===== src/rtl/cseq_pkg.sv =====
package cseq_pkg;
  localparam int STATE_W = 3;
  localparam int SEG_W   = 7;
  localparam int NCODES  = 1 << STATE_W;
  typedef logic [STATE_W-1:0] code_t;
  typedef logic [SEG_W-1:0]   seg_t;
endpackage


===== src/rtl/cseq_next_logic.sv =====
module cseq_next_logic
  import cseq_pkg::*;
(
  input  code_t q,
  output code_t d
);
  // Minimized D-input equations
  assign d[2] = ~q[2] & q[1];
  assign d[1] = q[0];
  assign d[0] = ~q[1];
endmodule


===== src/rtl/cseq_state_reg.sv =====
module cseq_state_reg
  import cseq_pkg::*;
#(
  parameter code_t RESET_CODE = 3'd1
)(
  input  logic  clk,
  input  logic  rst,
  input  logic  en,
  input  code_t d,
  output code_t q
);
  for (genvar i = 0; i < STATE_W; i++) begin : g_bit
    always_ff @(posedge clk) begin
      if (rst)     q[i] <= RESET_CODE[i];
      else if (en) q[i] <= d[i];
    end
  end

  p_reset_r1: assert property (@(posedge clk) rst |=> q == RESET_CODE);
  p_hold_r4: assert property (@(posedge clk) disable iff (rst) !en |=> $stable(q));
  p_loop_r2: assert property (@(posedge clk) disable iff (rst)
    (en && q == 3'd3) |=> q == 3'd6);
  p_recover_r3: assert property (@(posedge clk) disable iff (rst)
    (en && q == 3'd7) |=> q == 3'd2);
endmodule


===== src/rtl/cseq_seg_decode.sv =====
module cseq_seg_decode
  import cseq_pkg::*;
#(
  parameter code_t RESET_CODE = 3'd1
)(
  input  logic  clk,
  input  logic  rst,
  input  logic  en,
  input  code_t nxt,
  output seg_t  seg_n
);
  function automatic seg_t pattern(input code_t c);
    case (c)
      3'd0:    pattern = 7'h3F;
      3'd1:    pattern = 7'h06;
      3'd2:    pattern = 7'h5B;
      3'd3:    pattern = 7'h4F;
      3'd4:    pattern = 7'h66;
      3'd5:    pattern = 7'h6D;
      3'd6:    pattern = 7'h7D;
      default: pattern = 7'h07;
    endcase
  endfunction

  // Registered from the next code so it lines up with the state register
  always_ff @(posedge clk) begin
    if (rst)     seg_n <= ~pattern(RESET_CODE);
    else if (en) seg_n <= ~pattern(nxt);
  end

  p_seg_hold_r4: assert property (@(posedge clk) disable iff (rst) !en |=> $stable(seg_n));
  p_seg_reset_r6: assert property (@(posedge clk) (rst && !en) |=> seg_n == ~pattern(RESET_CODE));
endmodule


===== src/rtl/cseq_counter.sv =====
module cseq_counter
  import cseq_pkg::*;
#(
  parameter code_t RESET_CODE = 3'd1
)(
  input  logic       clk,
  input  logic       rst,
  input  logic       en,
  output logic [2:0] state,
  output logic [6:0] seg_n
);
  code_t q, d;

  cseq_next_logic u_next (.q(q), .d(d));

  cseq_state_reg #(.RESET_CODE(RESET_CODE)) u_reg (
    .clk(clk), .rst(rst), .en(en), .d(d), .q(q)
  );

  cseq_seg_decode #(.RESET_CODE(RESET_CODE)) u_seg (
    .clk(clk), .rst(rst), .en(en), .nxt(d), .seg_n(seg_n)
  );

  assign state = q;

  // The segment register and the state register must agree on digit one
  p_seg_match_r5: assert property (@(posedge clk) disable iff (rst)
    (state == 3'd1) |-> seg_n == 7'h79);
  p_loop_closed_r2: assert property (@(posedge clk) disable iff (rst)
    (en && (state == 3'd0 || state == 3'd1 || state == 3'd3 || state == 3'd6))
    |=> (state == 3'd0 || state == 3'd1 || state == 3'd3 || state == 3'd6));
endmodule


===== config.mk =====
export PLATFORM = sky130hd
export DESIGN_NAME = cseq_counter
export DESIGN_NICKNAME = d
export VERILOG_FILES = /design/src/rtl/cseq_pkg.sv /design/src/rtl/cseq_next_logic.sv /design/src/rtl/cseq_state_reg.sv /design/src/rtl/cseq_seg_decode.sv /design/src/rtl/cseq_counter.sv
export SDC_FILE = /design/constraint.sdc
export NUM_CORES = 1
export LEC_CHECK = 0
export BUFFER_PORTS_ARGS = -buffer_cell sky130_fd_sc_hd__buf_4
export CELL_PAD_IN_SITES_DETAIL_PLACEMENT = 0
export CELL_PAD_IN_SITES_GLOBAL_PLACEMENT = 1
export CORE_UTILIZATION = 29
export DETAILED_ROUTE_END_ITERATION = 6
export GPL_TIMING_DRIVEN = 0
export PLACE_DENSITY_LB_ADDON = 0.1
export REMOVE_ABC_BUFFERS = 1
export SYNTH_ARGS = -nofsm -noshare
export SYNTH_HDL_FRONTEND = slang
export SYNTH_SLANG_ARGS = --single-unit

===== constraint.sdc =====
create_clock -name clk -period 0.9 [get_ports clk]
set_clock_uncertainty 0.1 [all_clocks]
set_input_delay 0.045 -clock clk [delete_from_list [all_inputs] [get_ports clk]]
set_output_delay 0.045 -clock clk [all_outputs]
set_load 0.02 [all_outputs]

==> results.toml <==
[floorplanning]
std_cell_rows = 12
die_w_um = 39.0
core_sq_um = 1190
die_h_um = 39.0
dieArea_sq_um = 1520
io_pins = 13
floorplan.initialDensity_pct = 33.4

[final_layout]
finalNetCount = 63
layout-drive-gt1-share_pct = 55.9
final_cell_area_sq_um = 597
fillers = 114
multi_input_area_sq_um = 168
seq_area_sq_um = 219
n_antenna_cell = 0
syn_to_final_growth_pct = 50.5

[grt]
met2_usage_pct = 22.1
use_met1_pct = 15.2
grt_antenna_before_repair = 0
grt_pass1_vias = 340
gr-total-overflow = 0
busiest_layer = "met2"
track_usage_pct = 14.1
grt_max_degree = 12
grtUsageMet3_pct = 8.67
grt_first_pass_wirelength_um = 1370

[setup_path]
path_class = "flop to flop"
worstSetupStartpoint = "u_reg.q[2]"
worstPathRequired_ps = 960
cp.arrival_ps = 1020
end_kind = "flop"
r2r-start = "u_reg.q[2]"
critPathLaunchType = "flop"
cp_max_fo = 7

[logic_synthesis]
yosysTopAreaCellShare_pct = 50.5
syn_inst = 43
synth_top_area_cell = "dfxtp_1"
netlist_area_sq_um = 397
synth_cell_types = 22
synthTopCellsByArea = "dfxtp_1 50%, mux2i_1 5.0%, a21oi_1 3.8%, nor2_1 3.8%, nand2b_1 3.2%"
yosysWarningCount = 0
seq_area_frac_synth_pct = 50.5
syn-mean-instance-area_sq_um = 9.22
ys_seq_elements = 10

[worst_hold_path]
min_path_type = "primary input to flop"
min_from = "rst"

[placement]
dpl-instance-area_sq_um = 482
pre_cts_ws_ps = -154
port_buffers = 12
routabilityCongestion = 0.714
dp_hpwl_um = 553

[run_status]
status = "finished with violations"
violations = "hold timing, setup timing"

[drt]
routed_wirelength_um = 825
vias_per_cell = 4.78
drtIter0Drc = 3
wl_per_cell_um = 11.3
drtAntennaViolNets = 0
first_pass_iters = 2
drc = 0
via_count = 349

[power]
ir_drop_mv = 1.01
power_density_nw_per_um2 = 1790
power.leakage_nw = 0.271

[timing]
maxSlewHeadroom_pct = 88.8
fmax_mhz = 1050
min_period_over_period_pct = 106
rsz0062_at_grt = "yes"
hold_viol = 10
setup_viol = 8
fin_ws_ps = -52.9
timing.hold.ws_ps = -85.9
fin_crit_ps = 953
tightestPinTransition_ps = 168
maxSlewViolCount = 0

[cts]
ctsHoldBuffers = 1
ctsLongestPathBuffers = 2
cts_root_buffer = "clkbuf_4"
tritoncts = "done"
cts_made_buffers = 3
clkSinkCount = 10
clkTransAtPathRegs_ps = 70
clk_latency_ps = 260
cts_max_level = 1

[run]
cap_violations = 0
[final timing paths]
path / endpoint / slack (ps) / cells after the start
worst max-delay path: u_seg.seg_n[1] / -50 / 3
worst min-delay path: u_seg.seg_n[1] / -90 / 2
worst max register to register: u_seg.seg_n[1] / -50 / 3
worst min register to register: u_seg.seg_n[0] / 360 / 2
[layout make-up]
cell class | instances | area share (%)
sequential | 10 | 36.7
multi-input combinational | 26 | 28.1
timing repair buffer | 15 | 23.7
clock buffer | 4 | 6.08
tap | 14 | 2.94
inverter | 4 | 2.52
[report_power, final]
part	internal (mW)	switching [mW]
logic	0.0876	0.0866
clock network	0.245	0.151
registers	0.470	0.0280
[per-layer routing]
metal | part of all wire [%] | up-vias | routed length, um
li1 | - | 178 | -
met1 | 45 | 160 | 374
met2 | 48 | 9 | 399
met3 | 4.8 | 2 | 40
met4 | 1.2 | 0 | 10
met5 | 0 | - | 0
[critical path: stages (launching register included)]
cell	delay (ps)
dfxtp_4	380
and4b_1	210
a21oi_2	120
nor2_2	40
[sequential cells by signal (all words and copies together) (netlist names)]
signal / count
u_seg.seg_n: 7
u_reg.q: 3
[cell usage in the layout (no fill, tap or decap), types with 2 or more instances in the layout]
cell / netlist / final
dfxtp_2: 0 / 6
inv_1: 3 / 3
a21oi_1: 3 / 3
nor2_1: 4 / 4
o21ai_1: 2 / 2
clkbuf_4: 0 / 3
dfxtp_4: 0 / 3
nand2_1: 3 / 3
buf_6: 1 / 7
mux2i_1: 2 / 2
buf_4: 1 / 7
nand2b_1: 2 / 2
[cells by family (layout without fill, tap and decap cells)]
logic type / Yosys count / after routing / synth area share (%)
and+or+nand+nor: 13 / 13 / 17.0
AOI/OAI and AO/OA: 11 / 11 / 18.0
DFF: 10 / 10 / 50.5
buffers and inverters: 7 / 23 / 9.46
muxes: 2 / 2 / 5.05
[Yosys cell counts, drive strengths merged]
| master | instances |
|---|---|
| inv | 4 |
| and4b | 1 |
| buf | 2 |
| nor2b | 1 |
| nand4 | 1 |
| o31ai | 1 |
| a21oi | 4 |
| o22ai | 1 |
| nand2b | 2 |
| nor2 | 5 |
| a31oi | 1 |
| nand2 | 3 |
| dfxtp | 10 |
| o21bai | 1 |
| clkbuf | 1 |
| o21ai | 3 |
| mux2i | 2 |
[stage by stage]
step	power, mW	std cells	util (%)	TNS, ps	hold WS [ps]
detailed placement	0.652	66	40.6	-731	186
global placement	0.647	66	40.6	-608	176
floorplan	0.581	40	-	-1130	11.9
CTS	1.07	73	47.6	-246	-102
finish	1.07	73	50.3	-189	-85.9
global route	1.12	73	50.3	-704	-86.8
[repair_timing]
action / CTS / global route
endpoints found under the setup margin: 15 / 19
setup buffers: 2 / 0
gates resized for setup: 10 / 11
endpoints found under the hold margin: 10 / 9
pin swaps: 0 / 3
gates cloned: 0 / 0
(Power assumes the default switching activity.)
